==> config.mk <==
export PLATFORM = sky130hd
export DESIGN_NAME = pwm_align_ctrl
export DESIGN_NICKNAME = d
export VERILOG_FILES = /design/src/rtl/pwm_align_pkg.sv /design/src/rtl/pwm_fall_detect.sv /design/src/rtl/pwm_align_trig.sv /design/src/rtl/pwm_offset_cnt.sv /design/src/rtl/pwm_align_ctrl.sv
export SDC_FILE = /design/constraint.sdc
export NUM_CORES = 1
export LEC_CHECK = 0
export CAP_MARGIN = 20
export CELL_PAD_IN_SITES_DETAIL_PLACEMENT = 1
export CELL_PAD_IN_SITES_GLOBAL_PLACEMENT = 1
export CORE_ASPECT_RATIO = 0.8
export CORE_MARGIN = 4
export CORE_UTILIZATION = 39
export CTS_CLUSTER_DIAMETER = 40
export DETAILED_ROUTE_END_ITERATION = 6
export PLACE_DENSITY_LB_ADDON = 0.1
export SLEW_MARGIN = 20
export SYNTH_ARGS = -nofsm -noshare
export SYNTH_HDL_FRONTEND = slang
export SYNTH_HIERARCHICAL = 1
export SYNTH_SLANG_ARGS = --single-unit
==> constraint.sdc <==
create_clock -name clk -period 5.8 [get_ports clk]
set_input_delay 1.16 -clock clk [delete_from_list [all_inputs] [get_ports clk]]
set_output_delay 1.16 -clock clk [all_outputs]
set_load 0.05 [all_outputs]
==> src/rtl/pwm_align_pkg.sv <==
package pwm_align_pkg;

  // Runtime control word. Bit 0 is hold, bit 1 external-align,
  // bit 2 force-align, bit 3 start-at-sync.
  typedef struct packed {
    logic start_at_sync;
    logic force_align;
    logic ext_align;
    logic hold;
  } ctl_t;

  localparam int CTL_W = $bits(ctl_t);

  function automatic ctl_t ctl_default(input bit hold_d, input bit ext_d,
                                       input bit force_d, input bit start_d);
    ctl_t c;
    c.hold          = hold_d;
    c.ext_align     = ext_d;
    c.force_align   = force_d;
    c.start_at_sync = start_d;
    return c;
  endfunction

endpackage

==> src/rtl/pwm_fall_detect.sv <==
// Input conditioning and falling-edge detection for one control line.
// STAGES extra flops are placed in front when the line is asynchronous.
module pwm_fall_detect #(
  parameter int STAGES = 0
) (
  input  logic clk,
  input  logic rst,
  input  logic din,
  input  logic rst_val,
  output logic level,
  output logic fall
);

  logic cond;

  generate
    if (STAGES > 0) begin : g_sync
      logic [STAGES-1:0] chain;
      always_ff @(posedge clk) begin
        if (rst) chain <= {STAGES{rst_val}};
        else     chain <= {chain[STAGES-2:0], din};
      end
      assign cond = chain[STAGES-1];
    end else begin : g_direct
      assign cond = din;
    end
  endgenerate

  logic cur_q, prev_q;

  always_ff @(posedge clk) begin
    if (rst) begin
      cur_q  <= rst_val;
      prev_q <= rst_val;
    end else begin
      cur_q  <= cond;
      prev_q <= cur_q;
    end
  end

  assign level = cur_q;
  assign fall  = prev_q & ~cur_q;

endmodule

==> src/rtl/pwm_align_trig.sv <==
// Decides when an alignment fires and keeps the armed state.
module pwm_align_trig (
  input  logic clk,
  input  logic rst,
  input  logic hold,
  input  logic ext_align,
  input  logic ext_level,
  input  logic ext_fall,
  input  logic load_fall,
  output logic trig
);

  logic armed_q;
  logic arm_now;

  always_comb begin
    arm_now = 1'b0;
    trig    = 1'b0;
    if (!hold) begin
      if (ext_align) begin
        trig = ext_fall | load_fall;
      end else begin
        arm_now = load_fall & ext_level;
        trig    = (ext_fall & armed_q) | (load_fall & ~ext_level);
      end
    end
  end

  always_ff @(posedge clk) begin
    if (rst)                    armed_q <= 1'b0;
    else if (hold || ext_align) armed_q <= 1'b0;
    else if (arm_now)           armed_q <= 1'b1;
    else if (trig)              armed_q <= 1'b0;
  end

  // a fired alignment consumes the arm
  a_r5_arm_used: assert property (@(posedge clk) disable iff (rst)
    trig |=> !armed_q);

  // holding never leaves the controller armed
  a_r2_hold_disarms: assert property (@(posedge clk) disable iff (rst)
    hold |=> !armed_q);

  // an unarmed sync edge in armed mode never fires
  a_r4_unarmed_quiet: assert property (@(posedge clk) disable iff (rst)
    (!ext_align && !armed_q && !load_fall) |-> !trig);

endmodule

==> src/rtl/pwm_offset_cnt.sv <==
// Shared offset counter: cleared on request, then saturating increment.
module pwm_offset_cnt #(
  parameter int CNT_W = 32
) (
  input  logic             clk,
  input  logic             rst,
  input  logic             clr,
  output logic [CNT_W-1:0] cnt
);

  localparam logic [CNT_W-1:0] CNT_MAX = {CNT_W{1'b1}};

  always_ff @(posedge clk) begin
    if (rst || clr)          cnt <= '0;
    else if (cnt != CNT_MAX) cnt <= cnt + 1'b1;
  end

  // cleared in the cycle after a request
  a_r7_clear: assert property (@(posedge clk) disable iff (rst)
    clr |=> (cnt == '0));

  // steady increment below the top
  a_r7_step: assert property (@(posedge clk) disable iff (rst)
    (!clr && cnt != CNT_MAX) |=> (cnt == $past(cnt) + 1'b1));

  // holds at the top
  a_r8_saturate: assert property (@(posedge clk) disable iff (rst)
    (!clr && cnt == CNT_MAX) |=> (cnt == CNT_MAX));

endmodule

==> src/rtl/pwm_align_ctrl.sv <==
module pwm_align_ctrl
  import pwm_align_pkg::*;
#(
  parameter int N_CH          = 16,
  parameter int CNT_W         = 32,
  parameter bit ASYNC_SYNC    = 1'b0,
  parameter bit DEF_HOLD      = 1'b1,
  parameter bit DEF_EXT_ALIGN = 1'b0,
  parameter bit DEF_FORCE     = 1'b0,
  parameter bit DEF_START     = 1'b1
) (
  input  logic             clk,
  input  logic             rst,
  input  logic             cfg_we,
  input  logic [3:0]       cfg_wdata,
  input  logic             load_cfg,
  input  logic             ext_sync,
  output logic [CNT_W-1:0] offs_cnt,
  output logic [N_CH-1:0]  align_o,
  output logic             chan_run,
  output logic             force_align_o,
  output logic             start_at_sync_o
);

  localparam int   SYNC_STAGES = ASYNC_SYNC ? 2 : 0;
  localparam ctl_t CTL_RST     = ctl_default(DEF_HOLD, DEF_EXT_ALIGN, DEF_FORCE, DEF_START);

  ctl_t ctl_q;

  always_ff @(posedge clk) begin
    if (rst)         ctl_q <= CTL_RST;
    else if (cfg_we) ctl_q <= ctl_t'(cfg_wdata);
  end

  assign chan_run        = ~ctl_q.hold;
  assign force_align_o   = ctl_q.force_align;
  assign start_at_sync_o = ctl_q.start_at_sync;

  logic ext_level, ext_fall, load_level, load_fall;

  pwm_fall_detect #(.STAGES(SYNC_STAGES)) u_ext (
    .clk(clk), .rst(rst), .din(ext_sync), .rst_val(1'b0),
    .level(ext_level), .fall(ext_fall)
  );

  pwm_fall_detect #(.STAGES(0)) u_load (
    .clk(clk), .rst(rst), .din(load_cfg), .rst_val(1'b0),
    .level(load_level), .fall(load_fall)
  );

  logic trig;

  pwm_align_trig u_trig (
    .clk(clk), .rst(rst), .hold(ctl_q.hold), .ext_align(ctl_q.ext_align),
    .ext_level(ext_level), .ext_fall(ext_fall), .load_fall(load_fall),
    .trig(trig)
  );

  pwm_offset_cnt #(.CNT_W(CNT_W)) u_cnt (
    .clk(clk), .rst(rst), .clr(trig | ctl_q.hold), .cnt(offs_cnt)
  );

  generate
    for (genvar i = 0; i < N_CH; i++) begin : g_bcast
      always_ff @(posedge clk) begin
        if (rst) align_o[i] <= 1'b0;
        else     align_o[i] <= trig;
      end
    end
  endgenerate

  // every channel sees the same strobe
  a_r9_bcast: assert property (@(posedge clk) disable iff (rst)
    ($countones(align_o) == 0) || ($countones(align_o) == N_CH));

  // strobe and cleared counter coincide
  a_r7_strobe_zero: assert property (@(posedge clk) disable iff (rst)
    align_o[0] |-> (offs_cnt == '0));

  // a held bank keeps the counter at zero and stays silent
  a_r2_hold_idle: assert property (@(posedge clk) disable iff (rst)
    ($past(ctl_q.hold) && ctl_q.hold) |-> (offs_cnt == '0 && align_o == '0));

  // the flag outputs follow a write
  a_r10_write: assert property (@(posedge clk) disable iff (rst)
    cfg_we |=> (force_align_o == $past(cfg_wdata[2]) &&
                start_at_sync_o == $past(cfg_wdata[3])));

endmodule

==> results of run 1 <==
## final cells by class
| cell class | instances | area (µm²) | area share [%] |
|---|---|---|---|
| well taps | 78 | 97.6 | 3.46 |
| multi-input cells | 176 | 1180 | 42.0 |
| clock buffers | 7 | 86.3 | 3.06 |
| repair buffers | 59 | 591 | 20.9 |
| inverters | 4 | 15.0 | 0.533 |
| flip-flops and latches | 42 | 841 | 29.8 |
| clock inverters | 1 | 5.00 | 0.178 |
## stage by stage
| stage | area [µm²] | total power (W) | utilization (%) | worst slack, ns | cells |
|---|---|---|---|---|---|
| 2_1_floorplan | 2260 | 0.000334 | - | 3.48 | 247 |
| 3_3_place_gp | 2730 | 0.000347 | 49.4 | 2.85 | 359 |
| 3_5_place_dp | 2730 | 0.000348 | 49.4 | 2.81 | 359 |
| 4_1_cts | 2820 | 0.000542 | 51.0 | 2.84 | 367 |
| 5_1_grt | 2820 | 0.000558 | 51.0 | 2.73 | 367 |
| 6_report | 2820 | 0.000534 | 51.0 | 2.88 | 367 |
## power by group through the flow
stage               clock network, W   logic, W  registers, W
finish                      0.000194  0.0000444      0.000296
global route                0.000213  0.0000480      0.000297
CTS                         0.000201  0.0000450      0.000296
detailed placement                 0  0.0000449      0.000303
global placement                   0  0.0000443      0.000303
floorplan                          0  0.0000266      0.000307
## final timing paths
kind / endpoint / slack, ns / cells after the start
max reg2reg: u_cnt/cnt[25] / 3.72 / 7
max: align_o[1] / 2.88 / 1
min: u_trig/armed_q / 0.47 / 1
min reg2reg: u_trig/armed_q / 0.47 / 1
## registers in the layout, summed over array words and instances (netlist names)
name and flops:
u_cnt/cnt 32, ctl_q 2, align_o 1, force_align_o 1
start_at_sync_o 1, u_ext/level 1, u_ext/prev_q 1, u_load/level 1
u_load/prev_q 1, u_trig/armed_q 1
## cells by family after synthesis
logic type,synth area share (%)
AO/OA/AOI/OAI,13.2
multiplexers,4.24
AND/OR/NAND/NOR,25.1
other,0.167
XOR/XNOR,8.97
buffers and inverters,10.3
adder cells (fa/ha/maj),0.557
flip-flops,37.5
## layout by cell type (no fill, tap or decap), drive strengths merged, types with 3 or more instances in the layout
master         netlist  final
mux2                 4      4
and2                 3      3
nor2b                3      3
nand2               27     27
mux2i                5      5
clkbuf               3      7
a21oi               10     10
dfxtp               42     42
clkdlybuf4s50        0     59
xnor2               20     20
nor2                31     31
inv                  4      4
nand3                9      9
and4                10     10
a31o                 3      3
and3                 3      3
a211oi              13     13
conb                 1      4
xor2                 3      3
nand4                8      8
## routing by layer
metal,track usage (%),wire length (µm),vias to the layer above,part of all wire (%)
met4,3.41,19,0,0.36
met3,4.15,264,2,5.0
li1,-,-,926,-
met5,0,0,-,0
met2,24.3,2230,41,42
met1,22.7,2790,884,53
==> summary.md, run 1 <==
| Metric | Value |
|---|---|
| Outcome | finished clean |
| HPWL Detailed | 3940 µm |
| Net switching share of the total power | 23.9% |
| CP required | 4.64 ns |
| Max Fclk | 0.342 GHz |
| Total CTS buffers | 5 |
| Sw Pwr | between 0.0001 and 0.00015 W |
| Final count of negative-setup-slack endpoints | 0 |
| Synth Cell Area | 0.00224 mm² |
| Post-synth cell types | 46 |
| Crit path max-delay cell type | clkdlybuf4s50_1 |
| Diode count | 0 |
| P per Cell Area | 189 mW/mm² |
| Setup TNS | 0 ns |
| H-tree depth | 2 |
| Area growth, synth to finish | 25.6% |
| Maximum buffer depth of the clock tree | 2 |
| Syn Inst Count | 244 |
| Critical path class | reg2out |
| Number of global-route vias before repair | 1795 |
| DR pass1 iterations | 4 |
| GRT Util Overall | around 16% |
| Clock Skew | 0.00494 ns |
| TritonCTS clock tree | done |
| Final worst path period need | approximately 3 ns |
| Core area | roughly 0.0055 mm² |
| EDFF count, synth | 0 |
| Synth Register Bits | 42 |
| Fraction of layout cells with a size suffix above 1 | about a tenth |
| DRT antenna net count | 0 |
| Num Clock Sinks | 42 |
| Die area | 0.00704 mm² |
| Reg-to-Reg Start | u_load/prev_q |
| CP Cell Sequence | clkdlybuf4s50_1 |
| Slew Limit Fails | 0 |
| WP data arrival | 1.76 ns |
| Worst path bufs/invs | 1 |
| Int Power | slightly above 0.0004 W |
| Logic pwr share | a little over 8% |
| Iter 0 DRT Violations | 74 |
| Nature of the critical path endpoint | output port |
| Largest net degree at the start of global routing | 30 |
| Max IR drop VDD | ~0.00009 V |
| Total gr overflow | 0 |
| Die X | 92.8 µm |
| Initial cell density of the core | roughly two fifths |
| Worst min-delay path class | reg2reg |
| First-pass GRT wire length | 8980 µm |
| Most frequent cells after synthesis | dfxtp_1, nor2_1, nand2_1, xnor2_1, buf_4 |
| Slowest stage delay, CP | about 0.90 ns |
| Ys async rst share | 0% |
| PortBufs | 59 |
| Post-CTS sizing | 0 |
| Number of cell rows | 24 |
| Hold Slack | around 0.47 ns |
| Worst setup SP type | flop |
| Initial antenna violation count | 0 |
| Leakage | 0.949 nW |
| Worst-Margin Slew | 0.568 ns |
| Syn_area_per_cell | 9.20 µm² |
| Yosys top cell area share | 37.5% |
| Routability cong. | 0.713 |
| Slew HR | 62.2% |
| Clock Latency Late Sink | 0.29 ns |
| Nets | 298 |
| Flop pwr share | 55.4% |
| Most common cell in the netlist | dfxtp_1 |
| CP max FO | 16 |
| Clock share of power | 36.2% |
| Fill cell count | 676 |
| Synth top area cells | dfxtp_1, xnor2_1, buf_4 |
| HP Start | ctl_q[1] |
| RSZ-0062 raised after global routing | false |
| Max-Cap Viols | 0 |
| Cell family contributing the most delay on the critical path | buffers and inverters |
| Vias | between 1500 and 2000 |
| Post-synthesis sequential area ratio | approximately 37% |
| Wirelength per Cell | 14.4 µm |
| DRC Markers | 0 |
| Clock transition at the registers of the reported paths | 0.08 ns |
| Fin. Hold Viols | 0 |
| Synth Warn # | 6 |
| Final wirelength | 5300 µm |
| Boundary Pins | 60 |
| Via-per-instance ratio | 5.05 |
| Clock Root Buffer | clkbuf_8 |
| Vert. Die Dim | 75.9 µm |
| Period utilisation layout | ~50% |
| Worst setup startpoint | align_o[15] |
| Leading area contributor after synthesis | dfxtp_1 |
| Hold-fix buffers at CTS | 0 |
| Prevailing post-synth register cell | dfxtp_1 |
| Post-CTS setup buffers | 0 |
No activity file was read; power rests on OpenSTA's default activity.
==> run 2, diff against run 1 <==
Settings changed: CORE_UTILIZATION 39 to 36.
Clock period 5.8 ns to 2.7 ns, I/O delays scaled along.
==> run 2 against run 1 <==
Effect of this change:
- power rose by 110%
- global-route usage rose by 0.22 points
- first-iteration DRC count fell by 11%
- hold slack improved by 0.0013 ns
- critical endpoint is now align_o[5]
- clock power rose by 110%
- cell count rose by 0.82%
- combinational power rose by 120%
==> summary.md, run 2 (synthesis results as in run 1) <==
| Metric | Value |
|---|---|
| Period utilisation layout | between 80% and 90% |
| Post-CTS setup buffers | 0 |
| Initial antenna violation count | 0 |
| Most common cell after layout, fill and taps aside | clkdlybuf4s50_1 |
| Clock Latency Late Sink | 0.29 ns |
| Design Power | 0.00114 W |
| Maximum buffer depth of the clock tree | 2 |
| Top Registers | u_cnt/cnt x32, ctl_q x2 |
| M1 wire length | 2990 µm |
| Diode count | 0 |
| Die X | between 90 and 100 µm |
| Iter 0 DRT Violations | 66 |
| Wirelength per Cell | 15.0 µm |
| Max IR drop VDD | 0.000219 V |
| Commonest non-fill, non-tap cells in the layout | clkdlybuf4s50_1, dfxtp_1, nor2_1 |
| Slew HR | a little over 60% |
| Multi-input logic area | 0.00118 mm² |
| Max FFs per register | 32 |
| Largest net degree at the start of global routing | 23 |
| Initial cell density of the core | 37.6% |
| Vert. Die Dim | 78.6 µm |
| Clock transition at the registers of the reported paths | 0.07 ns |
| Flop pwr share | a little under three fifths |
| Leakage | around 0.95 nW |
| Die area | 0.00757 mm² |
| Cell family contributing the most delay on the critical path | buffers and inverters |
| Uppermost routed layer | met4 |
| PortBufs | slightly below 60 |
| P per Cell Area | 402 mW/mm² |
| Metal2 WL | 2260 µm |
| Int Power | 0.000867 W |
| Clock Root Buffer | clkbuf_8 |
| Fin. Hold Viols | 0 |
| Clock share of power | 35.4% |
| Cell Count, Final, Fillers Out | 370 |
| Worst setup SP type | flop |
| WP data arrival | 1.77 ns |
| CP Cell Sequence | clkdlybuf4s50_1 |
| Via-per-instance ratio | about 5 |
| Clock Skew | 0.00541 ns |
| Max-Cap Viols | 0 |
| Placed Area | 0.00275 mm² |
| Slew Limit Fails | 0 |
| Final setup margin | 0.391 ns |
| Total gr overflow | 0 |
| Max Fclk | 0.433 GHz |
| Net switching share of the total power | roughly a quarter |
| Worst path bufs/invs | 1 |
| Worst-Margin Slew | 0.562 ns |
| Num Clock Sinks | 42 |
| Dpl ws | about 0.66 ns |
| Core area | 0.00597 mm² |
| Number of cell rows | 25 |
| Vias | 1849 |
| # placed instances | 364 |
| Fraction of layout cells with a size suffix above 1 | 10.0% |
| CP max FO | 16 |
| DR pass1 iterations | 4 |
| First-pass GRT wire length | about 9600 µm |
| DRC Markers | 0 |
| Total CTS buffers | 5 |
| DRT antenna net count | 0 |
| Worst min-delay path class | reg2reg |
| Final count of negative-setup-slack endpoints | 0 |
| Finished Cell Area | 0.00283 mm² |
| Critical path class | reg2out |
| Setup TNS | 0 ns |
| Number of global-route vias before repair | ~1800 |
| GRT Util Overall | 16.1% |
| CP required | roughly 2.2 ns |
| H-tree depth | 2 |
| Nature of the critical path endpoint | output port |
| Outcome | finished clean |
| Routability cong. | 0.738 |
| Crit path max-delay cell type | clkdlybuf4s50_1 |
| Sw Pwr | 0.000271 W |
| RSZ-0062 raised after global routing | false |
| Post-CTS sizing | 0 |
| Final wirelength | 5560 µm |
| Final worst path period need | 2.31 ns |
| Top reg by flops | u_cnt/cnt |
| Slowest stage delay, CP | 0.89 ns |
| FF+latch area | approximately 840 µm² |
| Logic pwr share | 8.6% |
| Hold-fix buffers at CTS | 0 |
| Fill cell count | 709 |
| Routed wl met3 | 260 µm |
| HPWL Detailed | between 4000 and 5000 µm |
| TritonCTS clock tree | done |
| Nets | 300 |
| Boundary Pins | 60 |
| Area growth, synth to finish | 26.0% |
[run 2: worst reg2reg max path, stage by stage, from the launching register on]
cell	delay, ns
dfxtp_1	0.35
ha_1	0.22
and4_2	0.27
and4_4	0.31
a211oi_2	0.44
a21oi_1	0.15
a31o_2	0.22
[run 2: final timing paths]
path | startpoint | end | slack (ns) | cells past startpoint
hold / removal | start_at_sync_o | start_at_sync_o | 0.47 | 2
hold reg to reg | start_at_sync_o | start_at_sync_o | 0.47 | 2
setup reg to reg | u_cnt/cnt[0] | u_cnt/cnt[25] | 0.63 | 6
setup / recovery | align_o[15] | align_o[5] | 0.39 | 1
[run 2: final cells by class]
| class | count | share of cell area [%] |
|---|---|---|
| Tap cell | 81 | 3.58 |
| Timing Repair Buffer | 61 | 21.4 |
| Inverter | 4 | 0.531 |
| Multi-Input combinational cell | 176 | 41.8 |
| Sequential cell | 42 | 29.7 |
| Clock buffer | 6 | 2.92 |
[run 2: power groups by stage]
stage | combinational, W | clock, W | sequential, W
6_report | 0.0000979 | 0.000403 | 0.000637
5_1_grt | 0.000106 | 0.000451 | 0.000638
4_1_cts | 0.0000992 | 0.000425 | 0.000637
3_5_place_dp | 0.0000988 | 0 | 0.000651
3_3_place_gp | 0.0000975 | 0 | 0.000651
2_1_floorplan | 0.0000572 | 0 | 0.000660
[run 2: per-layer routing]
layer / GRT usage, % / vias up
li1: - / 929
met1: 24.3 / 869
met2: 22.5 / 46
met3: 3.26 / 5
met4: 5.11 / 0
met5: 0 / -
[run 2: metrics by stage]
stage | hold WS (ns) | utilization [%]
floorplan | 0.429 | -
global placement | 0.461 | 46.0
detailed placement | 0.458 | 46.0
CTS | 0.478 | 47.4
global route | 0.499 | 47.4
finish | 0.471 | 47.4
==> run 3, diff against run 2 <==
Settings changed: CORE_UTILIZATION 36 to 34, SYNTH_HIERARCHICAL 1 to default.
==> run 3 against run 2 <==
Effect of this change:
- critical path depth did not move
- clock-buffer cell count did not move
- flip-flop and latch count did not move
- area after synthesis fell by 7.9%
- global-route usage rose by 0.21 points
- fmax fell by 2.5%
- die area fell by 2.2%
- power rose by 16%
- final area fell by 1.6%
- largest power group unchanged
==> summary.md, run 3 <==
| Metric | Value |
|---|---|
| Outcome | finished clean |
| Number of cell rows | 25 |
| Iter 0 DRT Violations | 58 |
| Top reg by flops | u_cnt.cnt |
| Placed Area | roughly 0.0026 mm² |
| Vert. Die Dim | around 78 µm |
| Leakage | around 0.86 nW |
| DRC Markers | 0 |
| Initial antenna violation count | 0 |
| Largest net degree at the start of global routing | 32 |
| Hold-fix buffers at CTS | 0 |
| RSZ-0062 raised after global routing | false |
| Leading area contributor after synthesis | dfxtp_1 |
| Clock Skew | 0.0103 ns |
| Final count of negative-setup-slack endpoints | 0 |
| HPWL Detailed | 4080 µm |
| Max IR drop VDD | 0.000265 V |
| Post-CTS setup buffers | 0 |
| HP Start | u_load.level |
| Met3 GRT Util | 4.26% |
| TritonCTS clock tree | done |
| Busiest grt layer | met2 |
| Nets | about 300 |
| Total gr overflow | 0 |
| Wirelength per Cell | 15.2 µm |
| Post-synth cell types | 42 |
| Final setup margin | roughly 0.33 ns |
| Crit path max-delay cell type | clkdlybuf4s50_1 |
| Finished Cell Area | 0.00278 mm² |
| Worst setup startpoint | align_o[15] |
| H-tree depth | 2 |
| WP data arrival | 1.83 ns |
| Clock Latency Late Sink | 0.30 ns |
| Post-CTS sizing | 0 |
| Worst min-delay path class | reg2reg |
| Final wirelength | 5610 µm |
| Boundary Pins | 60 |
| DR pass1 iterations | 4 |
| Slew HR | about 61% |
| Initial cell density of the core | roughly a third |
| Fraction of layout cells with a size suffix above 1 | roughly 6.6% |
| Yosys top cell area share | 40.7% |
| First-pass GRT wire length | 9620 µm |
| Number of global-route vias before repair | 1913 |
| Top Registers | u_cnt.cnt x32, ctl_q x2 |
| Clock transition at the registers of the reported paths | about 0.090 ns |
| Hold Slack | 0.475 ns |
| Slew Limit Fails | 0 |
| Syn_area_per_cell | 8.58 µm² |
| Routability cong. | 0.752 |
| Die area | 0.00740 mm² |
| Syn Inst Count | 241 |
| Fin. Hold Viols | 0 |
| Max FFs per register | 32 |
| DRT antenna net count | 0 |
| Commonest non-fill, non-tap cells in the layout | clkdlybuf4s50_1, dfxtp_1, nor2_1 |
| Worst setup SP type | flop |
| Reg-to-Reg Start | u_cnt.cnt[0] |
| Synthesized Nets | 251 |
| Prevailing post-synth register cell | dfxtp_1 |
| CP max FO | 16 |
| Diode count | 0 |
| Synth Register Bits | 42 |
| P per Cell Area | 475 mW/mm² |
| Ys async rst share | 0% |
| GRT Util Overall | 16.3% |
| Met1 Usage GRT | 22.3% |
| Cell family contributing the most delay on the critical path | buffers and inverters |
| Synth Cell Area | 0.00207 mm² |
| Most common cell in the netlist | dfxtp_1 |
| Worst-Margin Slew | approximately 0.57 ns |
| Slowest stage delay, CP | approximately 0.92 ns |
| Met2 usage | 25.2% |
| Max Fclk | 0.422 GHz |
| Synth top area cells | dfxtp_1, buf_4, xnor2_1 |
| Dpl ws | 0.491 ns |
| Total CTS buffers | 5 |
| Die X | between 90 and 100 µm |
| Critical path class | reg2out |
| Most common cell after layout, fill and taps aside | clkdlybuf4s50_1 |
| Final worst path period need | between 2 and 2.5 ns |
| Via-per-instance ratio | 5.23 |
| Maximum buffer depth of the clock tree | 2 |
| Synth Warn # | 0 |
| CP required | 2.16 ns |
| Worst path bufs/invs | 1 |
| Core area | a little under 0.006 mm² |
| Clock Root Buffer | clkbuf_8 |
| Post-synthesis sequential area ratio | 40.7% |
| Setup TNS | 0 ns |
| Most frequent cells after synthesis | dfxtp_1, nor2_1, a21oi_1, buf_4, nand3_1 |
| CP Cell Sequence | clkdlybuf4s50_1 |
| Period utilisation layout | 87.7% |
| Max-Cap Viols | 0 |
| PortBufs | 59 |
| Num Clock Sinks | 42 |
| Vias | 1926 |
| EDFF count, synth | 0 |
| Nature of the critical path endpoint | output port |
| Area growth, synth to finish | 34.6% |
run 3: cell types whose count changed after synthesis, sizes merged, moves of 6 or more:
cell / previous run / this run
or4: 0 / 6
o31ai: 0 / 6
nor3: 1 / 9
nand3: 9 / 16
a211oi: 13 / 3
o21ai: 1 / 7
or3: 2 / 9
a21oi: 10 / 16
xnor2: 20 / 11
nor2: 31 / 22
nand2: 27 / 13
run 3: metrics by stage:
stage,cells,total power [W],utilization (%)
global route,368,0.00138,47.1
CTS,368,0.00134,47.1
finish,368,0.00132,47.1
floorplan,241,0.000687,-
detailed placement,360,0.000716,44.7
global placement,360,0.000715,44.7
run 3: layout make-up:
class                   instances  area [µm²]
fillers                       696        3130
clock buffers                   6        82.6
well taps                      81         101
multi-input cells             167        1040
flip-flops and latches         42         841
inverters                       7        26.3
clock inverters                 2        60.1
repair buffers                 63         633
run 3: worst paths after layout:
kind / to / slack [ns] / cells past startpoint
hold / removal: u_load.prev_q / 0.48 / 1
setup / recovery: align_o[4] / 0.33 / 1
setup reg to reg: u_cnt.cnt[14] / 0.44 / 6
hold reg to reg: u_load.prev_q / 0.48 / 1
run 3: cells by family after synthesis:
logic type	after synthesis	share of synthesized area, %
AO/OA/AOI/OAI	46	14.5
XOR/XNOR	12	5.08
AND/OR/NAND/NOR	103	27.6
adder cells (fa/ha/maj)	1	0.605
flip-flops	42	40.7
multiplexers	5	2.42
buffers and inverters	32	9.07
run 3: power breakdown:
group / leakage [nW] / internal (W) / switching (W) / total [W]
clock: 0.0714 / 0.000395 / 0.000227 / 0.000622
sequential: 0.340 / 0.000626 / 0.00000549 / 0.000632
combinational: 0.446 / 0.0000303 / 0.0000383 / 0.0000686
total: 0.857 / 0.00105 / 0.000271 / 0.00132
run 3: per-layer routing:
metal	part of all wire, %	routed length (µm)	vias up
met3	5.0	282	7
met2	46	2580	36
met4	1.1	61	0
li1	-	-	950
met5	0	0	-
met1	48	2690	933
